<file path="config.mk">
export PLATFORM = sky130hd
export DESIGN_NAME = segdac_switch_decoder
export DESIGN_NICKNAME = d
export VERILOG_FILES = /design/src/rtl/seg_dac_pkg.sv /design/src/rtl/segdac_in_stage.sv /design/src/rtl/segdac_therm.sv /design/src/rtl/segdac_decode.sv /design/src/rtl/segdac_out_stage.sv /design/src/rtl/segdac_switch_decoder.sv
export SDC_FILE = /design/constraint.sdc
export NUM_CORES = 1
export LEC_CHECK = 0
export CORE_MARGIN = 2
export CORE_UTILIZATION = 54
export CTS_CLUSTER_DIAMETER = 50
export DETAILED_ROUTE_END_ITERATION = 7
export DONT_BUFFER_PORTS = 1
export PLACE_DENSITY = 0.7
export SLEW_MARGIN = 25
export SYNTH_ARGS = -nofsm -noshare
export SYNTH_HDL_FRONTEND = slang
export SYNTH_SLANG_ARGS = --single-unit
export TNS_END_PERCENT = 30
</file>
<file path="constraint.sdc">
create_clock -name clk -period 1.2 [get_ports clk]
set_clock_uncertainty 0.15 [all_clocks]
set_input_delay 0.06 -clock clk [delete_from_list [all_inputs] [get_ports clk]]
set_output_delay 0.06 -clock clk [all_outputs]
set_load 0.05 [all_outputs]
</file>
<file path="src/rtl/seg_dac_pkg.sv">
package seg_dac_pkg;

    // Default field widths of the three segments.
    localparam int unsigned DEF_MSB_W = 5;
    localparam int unsigned DEF_MID_W = 4;
    localparam int unsigned DEF_LSB_W = 5;

    // Number of unary lines needed for a field of the given width.
    function automatic int unsigned therm_lines(input int unsigned bits);
        return (1 << bits) - 1;
    endfunction

endpackage

</file>
<file path="src/rtl/segdac_in_stage.sv">
module segdac_in_stage #(
    parameter int unsigned CODE_W = 14
) (
    input  logic              clk,
    input  logic              rst,
    input  logic              load,
    input  logic [CODE_W-1:0] code_i,
    output logic [CODE_W-1:0] code_o
);

    typedef struct packed {
        logic [CODE_W-1:0] code;
    } in_state_t;

    in_state_t st_d, st_q;

    always_comb begin
        st_d = st_q;
        if (load) begin
            st_d.code = code_i;
        end
        if (rst) begin
            st_d = '0;
        end
    end

    always_ff @(posedge clk) begin
        st_q <= st_d;
    end

    assign code_o = st_q.code;

endmodule

</file>
<file path="src/rtl/segdac_therm.sv">
module segdac_therm #(
    parameter int unsigned BITS  = 5,
    parameter int unsigned LINES = (1 << BITS) - 1
) (
    input  logic [BITS-1:0]  val_i,
    output logic [LINES-1:0] lines_o
);

    // Line g is on whenever the field value exceeds g, so a value k
    // lights exactly the k lowest lines and growth never clears one.
    for (genvar g = 0; g < LINES; g++) begin : g_line
        assign lines_o[g] = (val_i > BITS'(g));
    end

endmodule

</file>
<file path="src/rtl/segdac_decode.sv">
module segdac_decode
    import seg_dac_pkg::*;
#(
    parameter int unsigned MSB_W = DEF_MSB_W,
    parameter int unsigned MID_W = DEF_MID_W,
    parameter int unsigned LSB_W = DEF_LSB_W,
    localparam int unsigned CODE_W    = MSB_W + MID_W + LSB_W,
    localparam int unsigned MSB_LINES = therm_lines(MSB_W),
    localparam int unsigned MID_LINES = therm_lines(MID_W),
    localparam int unsigned BUS_W     = MSB_LINES + MID_LINES + LSB_W
) (
    input  logic [CODE_W-1:0] code_i,
    output logic [BUS_W-1:0]  bus_o
);

    localparam int unsigned LSB_BASE = 0;
    localparam int unsigned MID_BASE = LSB_W;
    localparam int unsigned MSB_BASE = LSB_W + MID_LINES;

    logic [MSB_W-1:0]     msb_field;
    logic [MID_W-1:0]     mid_field;
    logic [LSB_W-1:0]     lsb_field;
    logic [MSB_LINES-1:0] msb_lines;
    logic [MID_LINES-1:0] mid_lines;

    assign msb_field = code_i[CODE_W-1 -: MSB_W];
    assign mid_field = code_i[LSB_W +: MID_W];
    assign lsb_field = code_i[LSB_W-1:0];

    segdac_therm #(
        .BITS  (MSB_W),
        .LINES (MSB_LINES)
    ) u_msb_therm (
        .val_i   (msb_field),
        .lines_o (msb_lines)
    );

    segdac_therm #(
        .BITS  (MID_W),
        .LINES (MID_LINES)
    ) u_mid_therm (
        .val_i   (mid_field),
        .lines_o (mid_lines)
    );

    assign bus_o[MSB_BASE +: MSB_LINES] = msb_lines;
    assign bus_o[MID_BASE +: MID_LINES] = mid_lines;

    for (genvar b = 0; b < LSB_W; b++) begin : g_fine
        assign bus_o[LSB_BASE + b] = lsb_field[b];
    end

endmodule

</file>
<file path="src/rtl/segdac_out_stage.sv">
module segdac_out_stage #(
    parameter int unsigned BUS_W = 51
) (
    input  logic             clk,
    input  logic             rst,
    input  logic [BUS_W-1:0] bus_i,
    output logic [BUS_W-1:0] bus_o
);

    typedef struct packed {
        logic [BUS_W-1:0] bus;
    } out_state_t;

    out_state_t st_d, st_q;

    always_comb begin
        st_d.bus = bus_i;
        if (rst) begin
            st_d = '0;
        end
    end

    always_ff @(posedge clk) begin
        st_q <= st_d;
    end

    assign bus_o = st_q.bus;

endmodule

</file>
<file path="src/rtl/segdac_switch_decoder.sv">
module segdac_switch_decoder
    import seg_dac_pkg::*;
#(
    parameter int unsigned MSB_W = DEF_MSB_W,
    parameter int unsigned MID_W = DEF_MID_W,
    parameter int unsigned LSB_W = DEF_LSB_W,
    localparam int unsigned CODE_W    = MSB_W + MID_W + LSB_W,
    localparam int unsigned MSB_LINES = therm_lines(MSB_W),
    localparam int unsigned MID_LINES = therm_lines(MID_W),
    localparam int unsigned BUS_W     = MSB_LINES + MID_LINES + LSB_W
) (
    input  logic              clk,
    input  logic              rst,
    input  logic              valid_in,
    input  logic [CODE_W-1:0] code_in,
    output logic [BUS_W-1:0]  sw_bus
);

    logic [CODE_W-1:0] code_q;
    logic [BUS_W-1:0]  dec_bus;

    segdac_in_stage #(
        .CODE_W (CODE_W)
    ) u_in (
        .clk    (clk),
        .rst    (rst),
        .load   (valid_in),
        .code_i (code_in),
        .code_o (code_q)
    );

    segdac_decode #(
        .MSB_W (MSB_W),
        .MID_W (MID_W),
        .LSB_W (LSB_W)
    ) u_dec (
        .code_i (code_q),
        .bus_o  (dec_bus)
    );

    segdac_out_stage #(
        .BUS_W (BUS_W)
    ) u_out (
        .clk   (clk),
        .rst   (rst),
        .bus_i (dec_bus),
        .bus_o (sw_bus)
    );

endmodule

</file>
==> results of run 1 <==
sequential cells by signal, summed over array words and instances (netlist names):
register,flops
u_in.code_o,14
u_out.bus_o,51
path summary, 6_finish.rpt:
kind | from | to
min reg2reg | u_in.code_o[4]$_SDFFE_PP0P_ | u_out.bus_o[4]$_SDFF_PP0_
max | u_out.bus_o[30]$_SDFF_PP0_ | sw_bus[30]
max reg2reg | u_in.code_o[9]$_SDFFE_PP0P_ | u_out.bus_o[20]$_SDFF_PP0_
min | rst | u_in.code_o[7]$_SDFFE_PP0P_
power by group through the flow:
stage	sequential [mW]	combinational [mW]	clock, mW
final	2.57	0.147	1.76
after global routing	2.58	0.171	1.90
after CTS	2.56	0.146	1.81
after detailed placement	2.61	0.143	0
after global placement	2.61	0.136	0
after floorplan	2.56	0.187	0
through the flow:
step           setup TNS, ps  instance area (um^2)
3_3_place_gp               0                  1993
5_1_grt                    0                  2206
4_1_cts               -22.18                  2188
3_5_place_dp               0                  1993
6_report                   0                  2206
2_1_floorplan              0                  2002
cells in the final DEF, fill, tap and decap left out, drive strengths merged:
| cell type | instances |
|---|---|
| dfxtp | 65 |
| nor2 | 39 |
| a21oi | 24 |
| mux2i | 14 |
| clkbuf | 10 |
| inv | 9 |
| nor2b | 5 |
| o21ai | 5 |
| clkinv | 4 |
| nor3 | 4 |
| nand3 | 3 |
| nand2 | 3 |
| nand2b | 3 |
| nand3b | 2 |
| buf | 2 |
| nand4 | 1 |
| nand4b | 1 |
| o211ai | 1 |
| and3 | 1 |
| clkinvlp | 1 |
| bufinv | 1 |
per-layer routing:
metal	vias to the layer above	GRT usage	wire (um)
met2	45	0.2719	1696
li1	626	-	-
met4	0	0.09043	92
met5	-	0	0
met1	567	0.2013	1423
met3	11	0.09549	239
cells by family (layout without fill, tap and decap cells):
family	after synthesis	count (layout)	synth area share
simple gates	62	62	0.1450
compound gates	30	30	0.07625
buf+inv	24	27	0.05874
mux	14	14	0.07000
flops	65	65	0.6500
layout make-up:
class                      count  area [um^2]  share of cell area
clock buffer                  10        137.6             0.06239
multi-input combinational    106        591.8              0.2683
clock inverter                 6        57.56             0.02609
sequential                    65         1310              0.5939
tap                           48        60.06             0.02723
inverter                       9        33.78             0.01531
timing repair buffer           2        15.01            0.006807
timing repair:
item	CTS	global route
pin swaps	0	0
endpoints found under the setup margin	1	30
gates resized for setup	0	9
endpoints found under the hold margin	62	64
==> flow_metrics.tcl, run 1 <==
set metrics [dict create \
    cts_buffers 9 \
    clock_sinks 65 \
    clk_pin_slew_ps 70 \
    p_seq_frac 0.573 \
    grt_use_total 0.1781 \
    hold_viol 64 \
    comb_power_share 0.033 \
    pin_count 68 \
    finalNonFillerCells 246 \
    criticalPathCategory "register to output port" \
    dr.pass1.iters 4 \
    routedWlPerCell_um 14.03 \
    netlist_instances 195 \
    powerDensity_nw_per_um2 2029 \
    io_buffers 0 \
    synth_area_um2 2002 \
    drv_cap 0 \
    vias 1249 \
    internal_power_mw 3.329 \
    seq_area_frac_synth 0.6500 \
    drc 0 \
    nets 210 \
    grt_remaining_overflow 0 \
    die_w_um 64.89 \
    cts_setup_buffers 0 \
    reg2reg_depth 2 \
    avgSynthCellArea_um2 10.27 \
    gp_congestion 0.7258 \
    fin_crit_ps 1163 \
    yosysTopAreaCell "dfxtp_1" \
    initial_utilization 0.5552 \
    core_um2 3606 \
    cp.arrival_ps 950 \
    synth_commonest_cells "dfxtp_1, nor2_1, a21oi_1, mux2i_1" \
    fp-row-count 22 \
    antenna_cells 0 \
    slew_headroom 0.6720 \
    synth_cell_types 23 \
    drv_slew 0 \
    preCtsSetupSlack_ps 24.29 \
    setup_viol 0 \
    path_max_fanout 1 \
    synth_area_leaders "dfxtp_1, nor2_1, mux2i_1" \
    violations "hold timing" \
    place_hpwl_um 2288 \
    final_util 0.6117 \
    p_clk_frac 0.394 \
    grt_max_degree 46 \
    ys_warn_count 0 \
    synthArstFlopShare 0 \
    rsz0062_at_grt "no" \
    die-area_um2 4210 \
    whs_path_depth 1 \
    status "finished with violations" \
    synth_nets 212 \
    drt_iter0_drc 63 \
    syn_to_final_growth_pct 10.19 \
    clock.fmax_mhz 859.8 \
    drtAntennaViolNets 0 \
    clkLatencyLatePin_ps 330 \
    finalWorstSetupSlack_ps 36.88 \
    clk_path_buf_depth 2 \
    synth_most_common_cell "dfxtp_1" \
    drive_above_1_share 0.1414 \
    netlist.area_leader.share 0.6500 \
    wirelength_um 3452 \
    die_y_um 64.89 \
    hp-class "primary input to register" \
    grt_pass1_wl_um 5423 \
    ys_ff_latch 65 \
    swShare 0.2563 \
    cp_num_cells 0 \
    cts.htree.levels 3 \
    via_per_inst 5.077 \
    p_leak_nw 0.9334 \
    endpoint_kind "output port" \
    cts_tree "done" \
    first_global_vias 1161 \
    total_power_mw 4.477 \
    r2r_slack_ps 120 \
    numPlacedInstances 230 \
    net-switching-power_mw 1.147 \
    cts_root_buffer "clkbuf_8" \
    tightest_slew_ps 491.3 \
    cp.required_ps 990 \
    antenna_found_initial 0 \
    fill_cells 302 \
    min_period_over_period 0.9693 \
    hold_ws_ps -348.5 \
    synth_edf_count 0 \
    start_kind "register" \
    peakVddDrop_uv 1084 \
    synth-main-ff-cell "dfxtp_1" \
]
Power figures use the tool's default switching activity.
==> run 2, diff against run 1 <==
PLACE_DENSITY = default   (was 0.7)
PLACE_DENSITY_LB_ADDON = 0.1   (was default)
==> run 2 against run 1 <==
  * The flow still finishes with violations (hold timing)
  * Cell count fell by 0.41%
  * Fmax fell by 0.56%
  * Global-route usage fell by 0.11 points
  * Sequential share of layout area fell by 0.059 points
  * First-iteration DRC count fell by 17%
  * Clock power rose by 5%
  * Die area did not move
  * Critical path depth did not move
  * Design area fell by 0.28%
  * Flip-flop and latch count did not move
  * Non-clock buffer count fell by 1
  * Register-to-register slack barely moved
  * Largest power group unchanged
==> flow_metrics.tcl, run 2 (synthesized netlist as in run 1, its figures left out) <==
set metrics [dict create \
    start_kind "register" \
    fill_cells 292 \
    die_y_um 64.89 \
    drive_above_1_share 0.1066 \
    drv_slew 0 \
    tightest_slew_ps 510.0 \
    finalWorstSetupSlack_ps 30.29 \
    hp-class "primary input to register" \
    vias 1263 \
    rsz0062_at_grt "no" \
    status "finished with violations" \
    clk_path_buf_depth 2 \
    dr.pass1.iters 4 \
    p_clk_frac 0.405 \
    cts_root_buffer "clkbuf_8" \
    die_w_um 64.89 \
    grt_use_total 0.1770 \
    antenna_cells 0 \
    grt_pass1_wl_um 5457 \
    endpoint_kind "output port" \
    powerDensity_nw_per_um2 2066 \
    comb_power_share 0.030 \
    p_leak_nw 0.9293 \
    p_seq_frac 0.564 \
    cts_setup_buffers 0 \
    preCtsSetupSlack_ps 9.590 \
    wirelength_um 3335 \
    clock.fmax_mhz 854.9 \
    first_global_vias 1181 \
    grt_max_degree 46 \
    fin_crit_ps 1170 \
    setup_viol 0 \
    drv_cap 0 \
    nets 209 \
    pin_count 68 \
    hold_ws_ps -352.4 \
    drt_iter0_drc 52 \
    cp.arrival_ps 960 \
    clock_sinks 65 \
    min_period_over_period 0.9748 \
    routedWlPerCell_um 13.61 \
    gp_congestion 0.6643 \
    cts.htree.levels 3 \
    drc 0 \
    tns_ps 0 \
    final_common_cell "dfxtp_1" \
    antenna_found_initial 0 \
    io_buffers 0 \
    fp-row-count 22 \
    clkLatencyLatePin_ps 320 \
    cts_buffers 9 \
    initial_utilization 0.5552 \
    hold_viol 64 \
    net-switching-power_mw 1.091 \
    grt_remaining_overflow 0 \
    layout_common_cells "dfxtp_1, nor2_1, a21oi_1, mux2i_1, clkbuf_8" \
    core_um2 3606 \
    cts_tree "done" \
    peakVddDrop_uv 989.8 \
    violations "hold timing" \
    criticalPathCategory "register to output port" \
    place_hpwl_um 2249 \
    regArea_um2 1305 \
    internal_power_mw 3.453 \
    syn_to_final_growth_pct 9.875 \
    path_max_fanout 1 \
    multiInputGateArea_um2 585.6 \
    cp.required_ps 990 \
    swShare 0.2400 \
    largest_reg_flops 51 \
    slew_headroom 0.6595 \
    clk_pin_slew_ps 60 \
    via_per_inst 5.155 \
    die-area_um2 4210 \
    drtAntennaViolNets 0 \
]
==> run 2: final timing paths <==
path                                startpoint  slack [ps]  cells past startpoint                            to
setup / recovery    u_out.bus_o[31]$_SDFF_PP0_          30                      0                    sw_bus[31]
hold / removal                             rst        -350                      1  u_in.code_o[10]$_SDFFE_PP0P_
setup reg to reg  u_in.code_o[13]$_SDFFE_PP0P_         120                      2    u_out.bus_o[40]$_SDFF_PP0_
hold reg to reg    u_in.code_o[2]$_SDFFE_PP0P_         310                      1     u_out.bus_o[2]$_SDFF_PP0_
==> run 2: through the flow <==
stage                     cell area [um^2]  std cells  utilization  power [mW]
final                                 2200        245       0.6100       4.544
after CTS                             2195        245       0.6086       4.612
after global placement                1986        229       0.5507       2.741
after floorplan                       2002        195            -       2.751
after detailed placement              1986        229       0.5507       2.749
after global routing                  2200        245       0.6100       4.741
==> run 2: what timing repair did <==
action | CTS | global route
endpoints found under the hold margin | 65 | 64
setup endpoints to repair | 1 | 20
gates cloned | 0 | 0
gates resized for setup | 1 | 3
==> run 2: layer usage <==
metal	wire, um	part of all wire	vias to the layer above	GRT usage
met5	0	0	-	0
met1	1336	0.40	583	0.1922
met3	208	0.062	9	0.05382
met2	1693	0.51	46	0.2835
li1	-	-	625	-
met4	97	0.029	0	0.1436
==> run 2: area by class of cell <==
type | count | share of cell area
clock buffers | 14 | 0.07850
multi-input cells | 106 | 0.2662
well taps | 48 | 0.02730
clock inverters | 2 | 0.01593
flip-flops and latches | 65 | 0.5933
repair buffers | 1 | 0.003413
inverters | 9 | 0.01536
==> run 2: power groups by stage <==
stage / sequential [mW] / clock [mW] / combinational [mW]
floorplan: 2.56 / 0 / 0.187
global placement: 2.61 / 0 / 0.134
detailed placement: 2.61 / 0 / 0.139
CTS: 2.56 / 1.91 / 0.140
global route: 2.57 / 2.00 / 0.162
finish: 2.56 / 1.84 / 0.139
